==> src/rtl/xt_pkg.sv <==
package xt_pkg;
  typedef enum logic [2:0] {
    ST_OFF    = 3'd0,
    ST_HOLD   = 3'd1,
    ST_READY  = 3'd2,
    ST_ARM    = 3'd3,
    ST_ACTIVE = 3'd4,
    ST_LOCK   = 3'd5
  } xt_state_e;
endpackage

==> src/rtl/xt_sync.sv <==
module xt_sync #(
  parameter int W = 1,
  parameter logic [W-1:0] RST_VAL = '0
) (
  input  logic         clk,
  input  logic         arst_n,
  input  logic [W-1:0] d_i,
  output logic [W-1:0] q_o
);
  // two flops per bit, each bit with its own idle value
  for (genvar i = 0; i < W; i++) begin : g_bit
    logic meta_q, stab_q;
    always_ff @(posedge clk or negedge arst_n) begin
      if (!arst_n) begin
        meta_q <= RST_VAL[i];
        stab_q <= RST_VAL[i];
      end else begin
        meta_q <= d_i[i];
        stab_q <= meta_q;
      end
    end
    assign q_o[i] = stab_q;
  end
endmodule

==> src/rtl/xt_chain.sv <==
module xt_chain #(
  parameter int PIN_W = 8
) (
  input  logic [PIN_W-1:0] pin_i,
  output logic             fold_o
);
  logic [PIN_W-1:0] link;
  // serial chain: each stage adds exactly one pin
  for (genvar i = 0; i < PIN_W; i++) begin : g_stage
    if (i == 0) begin : g_head
      assign link[i] = pin_i[i];
    end else begin : g_tail
      assign link[i] = link[i-1] ^ pin_i[i];
    end
  end
  assign fold_o = link[PIN_W-1];
endmodule

==> src/rtl/xt_seq.sv <==
module xt_seq
  import xt_pkg::*;
#(
  parameter int RST_CYC  = 128,
  parameter int WAKE_CYC = 2
) (
  input  logic      clk,
  input  logic      arst_n,
  input  logic      pg_i,
  input  logic      rst_i,
  input  logic      tm_i,
  input  logic      xr_i,
  output xt_state_e st_o,
  output logic      cnt_done_o,
  output logic      err_o
);
  localparam int CW = $clog2(RST_CYC + 1);
  localparam int WW = (WAKE_CYC > 1) ? $clog2(WAKE_CYC) : 1;

  xt_state_e st_q, st_d;
  logic [CW-1:0] cnt_q, cnt_d;
  logic [WW-1:0] wk_q, wk_d;
  logic err_q;
  logic done;

  assign done = (cnt_q >= CW'(RST_CYC));

  always_comb begin
    st_d  = st_q;
    cnt_d = cnt_q;
    wk_d  = wk_q;
    if (!pg_i) begin
      st_d  = ST_OFF;
      cnt_d = '0;
    end else begin
      unique case (st_q)
        ST_OFF: begin
          st_d  = ST_HOLD;
          cnt_d = '0;
        end
        ST_HOLD: begin
          if (rst_i) begin
            if (!done) cnt_d = cnt_q + CW'(1);
          end else begin
            st_d = done ? ST_READY : ST_LOCK;
          end
        end
        ST_READY: begin
          if (rst_i) begin
            st_d  = ST_HOLD;
            cnt_d = '0;
          end else if (tm_i) begin
            st_d = ST_LOCK;
          end else if (xr_i) begin
            st_d = ST_ARM;
            wk_d = '0;
          end
        end
        ST_ARM: begin
          if (rst_i) begin
            st_d  = ST_HOLD;
            cnt_d = '0;
          end else if (!xr_i) begin
            st_d = ST_LOCK;
          end else if (wk_q == WW'(WAKE_CYC - 1)) begin
            st_d = ST_ACTIVE;
          end else begin
            wk_d = wk_q + WW'(1);
          end
        end
        ST_ACTIVE: begin
          if (rst_i) begin
            st_d  = ST_HOLD;
            cnt_d = '0;
          end else if (!xr_i) begin
            st_d = ST_LOCK;
          end
        end
        ST_LOCK: begin
          if (rst_i) begin
            st_d  = ST_HOLD;
            cnt_d = '0;
          end
        end
        default: st_d = ST_OFF;
      endcase
    end
  end

  always_ff @(posedge clk or negedge arst_n) begin
    if (!arst_n) begin
      st_q  <= ST_OFF;
      cnt_q <= '0;
      wk_q  <= '0;
      err_q <= 1'b0;
    end else begin
      st_q  <= st_d;
      cnt_q <= cnt_d;
      wk_q  <= wk_d;
      err_q <= xr_i && (st_q == ST_OFF || st_q == ST_HOLD || st_q == ST_LOCK);
    end
  end

  assign st_o       = st_q;
  assign cnt_done_o = done;
  assign err_o      = err_q;
endmodule

==> src/rtl/xt_ctrl.sv <==
module xt_ctrl
  import xt_pkg::*;
#(
  parameter int PIN_W    = 8,
  parameter int RST_CYC  = 128,
  parameter int WAKE_CYC = 2
) (
  input  logic             clk,
  input  logic             arst_n,
  input  logic             pwr_ok_i,
  input  logic             sys_rst_n_i,
  input  logic             tmode_n_i,
  input  logic             xreq_n_i,
  input  logic [PIN_W-1:0] pins_i,
  output logic             tree_o,
  output logic             xor_active_o,
  output logic             seq_err_o,
  output logic             lockout_o
);
  // idle values: power low, reset asserted, strap and request released
  logic [3:0] ctl_raw, ctl_s;
  logic pg_s, rst_s, tm_s, xr_s;
  xt_state_e st_w;
  logic cnt_done_w;
  logic [PIN_W-1:0] pin_q;
  logic fold_w;

  assign ctl_raw = {xreq_n_i, tmode_n_i, sys_rst_n_i, pwr_ok_i};

  xt_sync #(.W(4), .RST_VAL(4'b1100)) u_sync (
    .clk(clk), .arst_n(arst_n), .d_i(ctl_raw), .q_o(ctl_s)
  );

  assign pg_s  = ctl_s[0];
  assign rst_s = ~ctl_s[1];
  assign tm_s  = ~ctl_s[2];
  assign xr_s  = ~ctl_s[3];

  xt_seq #(.RST_CYC(RST_CYC), .WAKE_CYC(WAKE_CYC)) u_seq (
    .clk(clk), .arst_n(arst_n), .pg_i(pg_s), .rst_i(rst_s), .tm_i(tm_s),
    .xr_i(xr_s), .st_o(st_w), .cnt_done_o(cnt_done_w), .err_o(seq_err_o)
  );

  always_ff @(posedge clk or negedge arst_n) begin
    if (!arst_n) pin_q <= '0;
    else         pin_q <= pins_i;
  end

  xt_chain #(.PIN_W(PIN_W)) u_chain (.pin_i(pin_q), .fold_o(fold_w));

  assign xor_active_o = (st_w == ST_ACTIVE);
  assign lockout_o    = (st_w == ST_LOCK);
  assign tree_o       = xor_active_o & fold_w;
endmodule

==> config.mk <==
export PLATFORM = sky130hd
export DESIGN_NAME = xt_ctrl
export DESIGN_NICKNAME = d
export VERILOG_FILES = /design/src/rtl/xt_pkg.sv /design/src/rtl/xt_sync.sv /design/src/rtl/xt_chain.sv /design/src/rtl/xt_seq.sv /design/src/rtl/xt_ctrl.sv
export SDC_FILE = /design/constraint.sdc
export NUM_CORES = 1
export LEC_CHECK = 0
export BUFFER_PORTS_ARGS = -buffer_cell sky130_fd_sc_hd__buf_4
export CAP_MARGIN = 15
export CORE_ASPECT_RATIO = 0.8
export CORE_MARGIN = 2
export CORE_UTILIZATION = 50
export DETAILED_ROUTE_END_ITERATION = 12
export GPL_ROUTABILITY_DRIVEN = 1
export PLACE_DENSITY = 0.74
export SYNTH_ARGS = -nofsm -noshare
export SYNTH_HDL_FRONTEND = slang
export SYNTH_SLANG_ARGS = --single-unit
==> constraint.sdc <==
create_clock -name clk -period 1.6 [get_ports clk]
set_input_delay 0.24 -clock clk [delete_from_list [all_inputs] [get_ports clk]]
set_output_delay 0.24 -clock clk [all_outputs]
set_load 0.05 [all_outputs]
==> Word-level counts from Yosys, hierarchy flattened <==
Cells that the tools add are included.
{ "word_totals": {"regBits": 29, "latchBits": 0, "ram_bits": 0, "rom_bits": 0, "output_inout_bits": 4, "wordCells": 78, "mem_count": 0} }
{ "op_classes": {"add_sub_neg": 2, "n_mul": 0, "div_mod_pow": 0, "n_lt_le_gt_ge": 1, "eq_ne": 19, "shifts": 0, "mux": 25, "bitwise_logic": 9, "reduce_logical": 9} }
{ "ops": {"columns": ["op", "count"], "rows": [
  ["3-bit two-way mux", 12],
  ["8-bit two-way mux", 4],
  ["8-bit one-hot mux with 3 select lines", 1],
  ["3-bit one-hot mux with 6 select lines", 1],
  ["3-bit != test, second input constant", 5],
  ["2-bit != test, second input constant", 5],
  ["8-bit by 1-bit adder with 8-bit output, second input constant", 1],
  ["8-bit >= comparator, second input constant", 1],
  ["7-bit AND reduction", 1],
  ["1-bit XOR", 7],
  ["3-bit by 2-bit equality test with 1-bit output, second input constant", 2],
  ["3-bit equality test, second input constant", 2],
  ["1-bit two-way mux", 6],
  ["5-bit by 4-bit != test with 1-bit output, second input constant", 1],
  ["5-bit != test, second input constant", 1],
  ["5-bit AND reduction", 1],
  ["4-bit by 2-bit != test with 1-bit output, second input constant", 1],
  ["4-bit != test, second input constant", 1],
  ["4-bit AND reduction", 1],
  ["4-bit OR reduction", 1],
  ["3-bit by 1-bit equality test with 1-bit output, second input constant", 1],
  ["3-bit logical NOT", 1],
  ["1-bit logical OR", 2],
  ["1-bit one-hot mux with 2 select lines", 1],
  ["5 further kinds", 5]
]} }

==> Depth between registers and ports, before layout <==
Gate-level depths: netlist of the first run.
{ "logic_depth": {"word_depth": 8, "depth_mapped": 6, "mapped_depth_nobuf": 5} }

==> Cells and area by module <==
A second synthesis of the first run with hierarchy kept.
{ "hier_totals": {"cells_unflattened": 126, "hier_area_um2": 1387.6} }
{ "modules_own_cells": {"columns": ["mod", "instances", "cells_per_inst", "area_per_inst_um2"], "rows": [
  ["xt_seq", 1, 93, 849.6],
  ["xt_ctrl", 1, 14, 241.5],
  ["xt_sync", 1, 12, 235.2],
  ["xt_chain", 1, 7, 61.3]
]} }

==> Worst setup path before layout of the first run <==
No wires, ideal clock.
{ "synth_timing": {"kind": "flip-flop to flip-flop", "from": "register u_seq.st_q[0], in the netlist u_seq.st_o[0]", "to": "register u_seq.st_q[2], in the netlist u_seq.st_o[2]", "setup_time_ns": 0.101, "arrival_time_ns": 2.209, "setup_slack_ns": -0.710, "stages_incl_launch_ff": 6, "path_cell_list": "dfrtp_1 > buf_2 > nor3b_1 > a32o_1 > o21ai_0 > o32ai_1"} }
{ "synth_via": {"elab_chain_cells": 3, "elab_cells_between_ends": 14, "classes_between": "10 x eq/ne; 2 x mux; 2 x reduce/logical"} }
{ "synth_rtl": {"columns": ["item", "line", "source"], "rows": [
  ["start, declared", "xt_seq.sv:20", "xt_state_e st_q, st_d;"],
  ["start signal, assigned", "xt_seq.sv:97", "st_q <= st_d;"],
  ["3-bit equality test (*)", null, null],
  ["net xor_active_o", "xt_ctrl.sv:16", "output logic xor_active_o,"],
  ["4-bit != test (no line) or 3-bit one-hot mux with 6 select lines (tied branches)", null, null],
  ["5-bit AND reduction (no line) or 3-bit two-way mux (tied branches)", null, null]
]} }
The timed path passes the listed nets; every way through them passes the cells marked *.
A chain may end at the register's enable or synchronous reset.

==> Worst setup path in the final report of the first run <==
{ "layout_timing": {"from": "register pin_q[7]", "to": "output port tree_o"} }
{ "layout_via": {"elab_chain_cells": 2} }
{ "layout_rtl": {"columns": ["item", "line", "source"], "rows": [
  ["start, declared", "xt_ctrl.sv:25", "logic [PIN_W-1:0] pin_q;"],
  ["start signal, assigned", "xt_ctrl.sv:46", "else pin_q <= pins_i;"],
  ["1-bit XOR", "xt_chain.sv:13", "assign link[i] = link[i-1] ^ pin_i[i];"],
  ["1-bit AND", "xt_ctrl.sv:53", "assign tree_o = xor_active_o & fold_w;"],
  ["end, declared", "xt_ctrl.sv:15", "output logic tree_o,"]
]} }
Every way passes these cells.

==> impl_results.rst, run 1 <==
.. list-table::
   :header-rows: 1

   * - Metric
     - Value
   * - Result of the run
     - finished, violations left
   * - Failing checks
     - negative setup slack
   * - Leakage
     - roughly 0.81 nW
   * - Worst-path clk slew
     - 0.10 ns
   * - Post-synthesis average cell area
     - 11.2 µm²
   * - Fraction of the yosys area taken by sequential cells
     - 0.548
   * - Root Buffer
     - sky130_fd_sc_hd__clkbuf_4
   * - Endpoint arrival time on the critical path
     - 1.49 ns
   * - Clock tree from TritonCTS
     - done
   * - Mean routed wirelength per cell
     - roughly 13 µm
   * - I/O Pins
     - 18
   * - CP Capture Type
     - primary output
   * - Routed via count
     - approximately 1100
   * - Count of unique library cells instantiated by Yosys
     - 38
   * - Internal Dissipation
     - roughly 1.3 mW
   * - Highest ir drop seen on vdd
     - 0.686 mV
   * - Most common cell on crit path
     - sky130_fd_sc_hd__xnor2_1
   * - Worst min-delay path class
     - in -> async
   * - Initial core utilization
     - 0.537
   * - Highest attainable clock frequency
     - ~0.58 GHz
   * - Sequential cell fraction of total power
     - 0.461
   * - Buffer levels on the longest clock path
     - 2
   * - Main area contributors after synthesis
     - sky130_fd_sc_hd__dfrtp_1 47%, sky130_fd_sc_hd__dfstp_2 7.9%, sky130_fd_sc_hd__o21ai_0 4.5%
   * - Max-slew violation count
     - 0
   * - Wire length reported by the detailed router
     - around 2700 µm
   * - Slew at the pin closest to its max-slew limit
     - approximately 0.35 ns
   * - Syn-to-layout area delta
     - 37.0%
   * - Clock skew
     - slightly below 0.01 ns
   * - Mapped Area
     - ~0.0013 mm²
   * - YS warnings
     - 0
   * - Wire length of the first global-routing pass
     - 4580 µm
   * - Largest fanout of any net on the critical path
     - 1
   * - Relative contribution of the clock network to total power
     - 0.364
   * - Final weighted congestion in routability-driven placement
     - 0.997
   * - Number of enable-type register cells in the synthesized netlist
     - 0
   * - TritonCTS Buffers
     - 5
   * - Number of global-route vias before repair
     - about 1000
   * - Largest net degree at the start of global routing
     - 30
   * - Post-synth top area share
     - 0.469
   * - Crit path required time
     - ~1.4 ns
   * - Final Total Pwr
     - around 1.7 mW
   * - Core region area
     - ~0.0025 mm²
   * - Initial antenna violation count
     - 0
   * - GRT Total Usage
     - 0.210
   * - Synth Net Count
     - roughly 140
   * - Horiz. Die Dim
     - about 62 µm
   * - CP Cell Sequence
     - xor2_1 -> xnor2_1 -> xnor2_1 -> nor3_4 -> buf_6
   * - Top_reg_cell synth
     - sky130_fd_sc_hd__dfrtp_1
   * - Cell types with the highest counts after synthesis
     - 25 x sky130_fd_sc_hd__dfrtp_1, 12 x sky130_fd_sc_hd__o21ai_0, 9 x sky130_fd_sc_hd__nand2_1
   * - Number of placement rows
     - 16
   * - Buffers on Ports
     - 17
   * - Setup violators final
     - 1
   * - NumNets Final
     - 180
   * - Cell type of the slowest stage on the worst timing path
     - sky130_fd_sc_hd__dfrtp_1
   * - Reported net switching power
     - 0.439 mW
   * - Worst path setup slack after routing
     - -0.126 ns
   * - Initial detailed-routing violation count
     - between 50 and 60
   * - Die Area
     - approximately 0.0031 mm²
   * - Power per Cell Area
     - between 900 and 1000 mW/mm²
   * - Antenna cells
     - 0
   * - Share of post-route cells with drive strength above 1
     - 0.315
   * - Setup Crit Path Kind
     - reg -> out
   * - Post-DP HPWL
     - around 1700 µm
   * - Crit-path max cell delay
     - approximately 0.38 ns
   * - Remaining global-route overflow
     - 0
   * - Final period util
     - 1.08
   * - Register-to-Register Setup Slack
     - roughly 0.070 ns
   * - Cell type with the highest aggregate area in the netlist
     - sky130_fd_sc_hd__dfrtp_1
   * - Clock latency reported for the late side of the worst-skew pair
     - around 0.33 ns
   * - Vias per Instance
     - roughly 5.2
   * - Max Cap Viol
     - 0
   * - Fin. Hold Viols
     - 0
   * - FILL cells
     - between 150 and 200
   * - Clock sink total
     - 29
   * - Share of total power in combinational logic
     - 0.175
   * - Die Span Y
     - 50.2 µm
   * - Post-route DRC
     - 0
   * - Number of routed nets with antenna violations
     - 0
   * - DRT Pass-1 Iters
     - 4
   * - Final Critical Period
     - 1.73 ns
   * - Share of flip-flops with an asynchronous set or reset
     - 1.00
   * - CTS H-tree depth
     - 2
   * - Worst rel slew slack
     - 0.765
   * - Startpoint kind of the worst setup timing path
     - flip-flop
   * - Post-Syn Instances
     - ~120
   * - Most repeated cell in the gate-level netlist after synthesis
     - sky130_fd_sc_hd__dfrtp_1
   * - Worst Setup Slack post-DPL
     - around 0.079 ns
   * - Sw Ratio
     - 0.253
   * - Total of flip-flops plus latches after synthesis
     - 29
   * - Setup repair after global routing missed its margin
     - true
==> what timing repair did <==
| item | 4_1_cts | 5_1_grt |
|---|---|---|
| hold endpoints to repair | 36 | 1 |
| resized for setup | 4 | 4 |
| buffers inserted | 2 | 1 |
| endpoints found under the setup margin | 3 | 10 |
| pin swaps | 4 | 2 |
| hold buffers | 12 | 1 |
==> layer usage <==
| layer | track usage | wire length, µm | vias to the layer above |
|---|---|---|---|
| li1 | - | - | 507 |
| met1 | 0.268 | 1180 | 492 |
| met2 | 0.298 | 1230 | 51 |
| met3 | 0.111 | 248 | 4 |
| met4 | 0.0851 | 41 | 0 |
| met5 | 0 | 0 | - |
==> worst max-delay path, delay by kind of cell, from the launching register on <==
kind                      cells  cell delay (ns)
DFF                           1             0.38
xor gates and xnor gates      3             0.47
buffers and inverters         1             0.18
and+or+nand+nor               1             0.13
==> stage by stage <==
step | TNS, ns | std cells | utilization | hold WS (ns) | cell area (µm²)
final | -0.126 | 201 | 0.736 | 0.351 | 1830
after global routing | -0.463 | 201 | 0.736 | 0.365 | 1830
after CTS | -0.154 | 199 | 0.723 | 0.00117 | 1790
after detailed placement | 0 | 177 | 0.629 | 0.181 | 1560
after global placement | 0 | 177 | 0.629 | 0.175 | 1560
after floorplan | 0 | 119 | - | -0.0556 | 1360
==> final timing paths <==
kind	startpoint	end	depth (start not counted)
setup / recovery	pin_q[7]$_DFF_PN0_	tree_o	5
hold / removal	arst_n	u_seq.cnt_q[5]$_DFFE_PN0P_	2
setup reg to reg	u_seq.st_o[2]$_DFFE_PN0P_	u_seq.cnt_q[4]$_DFFE_PN0P_	4
hold reg to reg	u_sync.g_bit[0].meta_q$_DFF_PN0_	u_sync.g_bit[0].stab_q$_DFF_PN0_	0
max in group asynchronous	arst_n	u_sync.g_bit[2].stab_q$_DFF_PN1_	2
min in group clk	u_sync.g_bit[0].meta_q$_DFF_PN0_	u_sync.g_bit[0].stab_q$_DFF_PN0_	0
==> cells by family after synthesis <==
logic type | after synthesis | share of synthesized area
xor gates and xnor gates | 7 | 0.0460
and+or+nand+nor | 45 | 0.209
adders and majority gates | 2 | 0.0188
DFF | 29 | 0.548
buffers and inverters | 10 | 0.0469
AOI/OAI and AO/OA | 24 | 0.115
muxes | 2 | 0.0159
==> power by group through the flow <==
stage                     sequential (mW)  clock, mW  combinational [mW]
after floorplan                     0.810          0               0.164
after global placement              0.813          0               0.249
after detailed placement            0.815          0               0.253
after CTS                           0.799      0.652               0.292
after global routing                0.805      0.700               0.332
final                               0.800      0.632               0.304
==> cell usage in the layout (no fill, tap or decap), types with 2 or more instances in the layout <==
master / n
sky130_fd_sc_hd__a31oi_1: 2
sky130_fd_sc_hd__and3_1: 4
sky130_fd_sc_hd__and3b_1: 2
sky130_fd_sc_hd__buf_4: 26
sky130_fd_sc_hd__buf_6: 4
sky130_fd_sc_hd__clkbuf_4: 5
sky130_fd_sc_hd__dfrtp_1: 22
sky130_fd_sc_hd__dfrtp_2: 3
sky130_fd_sc_hd__dfstp_2: 4
sky130_fd_sc_hd__dlygate4sd3_1: 13
sky130_fd_sc_hd__ha_1: 2
sky130_fd_sc_hd__inv_1: 5
sky130_fd_sc_hd__nand2_1: 9
sky130_fd_sc_hd__nand2b_1: 4
sky130_fd_sc_hd__nand3_1: 6
sky130_fd_sc_hd__nor2_1: 5
sky130_fd_sc_hd__nor2b_1: 3
sky130_fd_sc_hd__nor3_1: 2
sky130_fd_sc_hd__o21ai_0: 12
sky130_fd_sc_hd__o31ai_1: 3
sky130_fd_sc_hd__xnor2_1: 5
sky130_fd_sc_hd__xor2_1: 2
==> sequential cells by signal (all words and copies together) (netlist names) <==
register,cells
u_seq.err_o,1
u_sync.g_bit.stab_q,4
u_seq.st_o,3
pin_q,8
u_seq.cnt_q,8
u_sync.g_bit.meta_q,4
u_seq.wk_q,1
==> cell type report <==
class / instances / area [µm²] / area share
sequential: 29 / 734 / 0.402
multi-input combinational: 80 / 569 / 0.312
timing repair buffer: 43 / 370 / 0.203
clock buffer: 6 / 51.3 / 0.0281
tap: 36 / 45.0 / 0.0247
clock inverter: 2 / 37.5 / 0.0205
inverter: 5 / 18.8 / 0.0103
No activity file was read; power rests on OpenSTA's default activity.
==> inputs of run 2 (changes only) <==
--- a/config.mk
+++ b/config.mk
@@ -7,7 +7,7 @@
 export LEC_CHECK = 0
 export BUFFER_PORTS_ARGS = -buffer_cell sky130_fd_sc_hd__buf_4
 export CAP_MARGIN = 15
-export CORE_ASPECT_RATIO = 0.8
+export CORE_ASPECT_RATIO = 2
 export CORE_MARGIN = 2
 export CORE_UTILIZATION = 50
 export DETAILED_ROUTE_END_ITERATION = 12
==> run 2 against run 1 <==
  * Non-clock buffer count down 12
  * Sequential power about the same
  * Clock skew down 0.0035 ns
  * Final cell count down 10%
  * The run still ends with negative setup slack left
  * Clock power up 20%
  * Clock-buffer cell count up 1
  * Critical path type unchanged
  * Die area up 0.72%
  * Highest routed layer unchanged
  * Wire length up 4.8%
  * Combinational power down 2%
  * Worst setup slack better by 0.042 ns
  * First-iteration DRC count down 33%
  * Maximum frequency up 2.5%
  * Largest cell class unchanged
  * Largest power group unchanged
==> impl_results.rst, run 2 (synthesis gave the netlist of run 1 again) <==
.. list-table::
   :header-rows: 1

   * - Metric
     - Value
   * - Result of the run
     - finished, violations left
   * - Failing checks
     - negative setup slack
   * - Most frequent cells in the layout
     - 26 x sky130_fd_sc_hd__buf_4, 23 x sky130_fd_sc_hd__dfrtp_1, 11 x sky130_fd_sc_hd__o21ai_0
   * - Crit path required time
     - 1.36 ns (about the same)
   * - Wire length reported by the detailed router
     - 2840 µm (+4.8%)
   * - Mean routed wirelength per cell
     - 15.7 µm (+16%)
   * - Setup violators final
     - 2 (+1)
   * - Most common cell on crit path
     - sky130_fd_sc_hd__xnor2_1
   * - Clock tree from TritonCTS
     - done
   * - TritonCTS Buffers
     - 5 (unchanged)
   * - Post-DP HPWL
     - 2120 µm (+24%)
   * - Crit-path max cell delay
     - 0.39 ns (about the same)
   * - CP Cell Sequence
     - xnor2_2 -> xnor2_1 -> xnor2_1 -> nor3_4 -> buf_6
   * - Number of routed nets with antenna violations
     - 0 (unchanged)
   * - Routed via count
     - 1030 (-2.3%)
   * - I/O Pins
     - 18 (unchanged)
   * - Clock skew
     - 0.00640 ns (-0.00349 ns)
   * - Max-slew violation count
     - 0 (unchanged)
   * - Die Span Y
     - 77.0 µm (+53%)
   * - Share of post-route cells with drive strength above 1
     - 0.359 (+0.0443)
   * - Startpoint kind of the worst setup timing path
     - flip-flop
   * - DRT Pass-1 Iters
     - 4 (unchanged)
   * - Leakage
     - 0.789 nW (-2.6%)
   * - Final weighted congestion in routability-driven placement
     - 0.901 (-9.6%)
   * - NumNets Final
     - 168 (-6.7%)
   * - Initial detailed-routing violation count
     - 35 (-33%)
   * - Worst path setup slack after routing
     - -0.0843 ns (+0.0417 ns)
   * - Max Cap Viol
     - 0 (unchanged)
   * - Root Buffer
     - sky130_fd_sc_hd__clkbuf_8
   * - Remaining global-route overflow
     - 0 (unchanged)
   * - Number of placement rows
     - 26 (+10)
   * - Number of global-route vias before repair
     - 1056 (+3.9%)
   * - Largest fanout of any net on the critical path
     - 1 (unchanged)
   * - Post-route DRC
     - 0 (unchanged)
   * - Slew at the pin closest to its max-slew limit
     - 0.357 ns (+0.00435 ns)
   * - Power per Cell Area
     - 1060 mW/mm² (+12%)
   * - GRT Total Usage
     - 0.216 (+0.00603)
   * - Number of cells on the worst hold path
     - 1
   * - Vias per Instance
     - 5.69 (+8.5%)
   * - Buffer levels on the longest clock path
     - 2 (unchanged)
   * - Setup Crit Path Kind
     - reg -> out
   * - Wire length of the first global-routing pass
     - 4570 µm (-0.31%)
   * - CP bufs+invs
     - 1 (unchanged)
   * - Number of cells on the worst reg-to-reg path
     - 4 (unchanged)
   * - Core region area
     - 0.00254 mm² (+2.2%)
   * - Highest ir drop seen on vdd
     - 0.868 mV (+26%)
   * - Endpoint arrival time on the critical path
     - 1.44 ns (-0.05 ns)
   * - Worst Setup Slack post-DPL
     - 0.00454 ns (-0.0745 ns)
   * - Setup repair after global routing missed its margin
     - true
   * - Horiz. Die Dim
     - 40.5 µm (-34%)
   * - Initial antenna violation count
     - 0 (unchanged)
   * - Antenna cells
     - 0 (unchanged)
   * - Worst rel slew slack
     - 0.762 (-0.00290)
   * - Worst-path clk slew
     - 0.06 ns (-0.04 ns)
   * - Leading cell type in the layout, fill and taps excluded
     - sky130_fd_sc_hd__buf_4
   * - Setup crit start
     - pin_q[2]$_DFF_PN0_
   * - CTS H-tree depth
     - 2 (unchanged)
   * - Worst min-delay path class
     - in -> reg
   * - Cell type of the slowest stage on the worst timing path
     - sky130_fd_sc_hd__dfrtp_1
   * - Die Area
     - 0.00312 mm² (+0.72%)
   * - Clock sink total
     - 29 (unchanged)
   * - Final period util
     - 1.05 (-0.0260)
   * - Fin. Hold Viols
     - 0 (unchanged)
   * - Final Critical Period
     - 1.68 ns (-0.0417 ns)
   * - Syn-to-layout area delta
     - 31.5%
   * - Startpoint of the worst hold path
     - pins_i[3]
   * - Cell type group with the largest total delay on the critical path
     - XOR/XNOR gates
   * - Largest net degree at the start of global routing
     - 30 (unchanged)
   * - Highest attainable clock frequency
     - 0.594 GHz (+2.5%)
   * - Setup TNS
     - -0.0910 ns (+0.0350 ns)
   * - Crit Reg-Reg Startpoint
     - u_seq.st_o[2]$_DFFE_PN0P_
   * - Registers with the most flip-flops
     - pin_q x8, u_seq.cnt_q x8
   * - Initial core utilization
     - 0.526 (-0.0117)
   * - Clock latency reported for the late side of the worst-skew pair
     - 0.28 ns (-0.05 ns)
   * - Buffers on Ports
     - 17 (unchanged)
   * - Cell depth of the worst setup path
     - 5 (unchanged)
   * - CP Capture Type
     - primary output
[run 2: what timing repair did]
item | in CTS | in global routing
hold buffers | 1 | 0
endpoints found under the setup margin | 3 | 6
resized for setup | 3 | 11
pin swaps | 3 | 5
buffers inserted | 0 | 2
hold endpoints to repair | 25 | 0
cloned | 0 | 0
[run 2: per-stage QoR]
stage,area (µm²),std cells,util,hold slack [ns],power [mW]
global route,1750,181,0.691,0.0521,1.94
CTS,1700,179,0.670,0.0597,1.85
detailed placement,1560,170,0.614,0.181,1.08
global placement,1560,170,0.614,0.167,1.07
floorplan,1360,119,-,-0.0556,0.975
finish,1750,181,0.691,0.0644,1.86
[run 2: report_power, final]
group	switching [mW]	internal [mW]
sequential	0.0323	0.771
clock	0.254	0.506
combinational	0.149	0.148
total	0.435	1.43
[run 2: worst paths after layout]
path	to	slack [ns]
worst max-delay path	tree_o	-0.08
worst min-delay path	pin_q[3]$_DFF_PN0_	0.06
worst max register to register	u_seq.cnt_q[4]$_DFFE_PN0P_	-0.01
worst min register to register	u_sync.g_bit[2].stab_q$_DFF_PN1_	0.36
max in group asynchronous	u_sync.g_bit[3].meta_q$_DFF_PN1_	0.87
min in group asynchronous	u_seq.err_o$_DFF_PN0_	0.42
[run 2: final cells by class]
class	instances	area, µm²
Clock inverter	1	30.0
Tap cell	28	35.0
Inverter	5	18.8
Clock buffer	7	86.3
Sequential cell	29	733
Multi-Input combinational cell	80	601
Fill cell	200	783
Timing Repair Buffer	31	250
[run 2: metal layers]
layer / vias to the layer above / share of wire / track usage
met5: - / 0 / 0
met4: 0 / 0.026 / 0.103
met3: 8 / 0.028 / 0.0520
met2: 23 / 0.57 / 0.365
met1: 516 / 0.37 / 0.229
li1: 483 / - / -
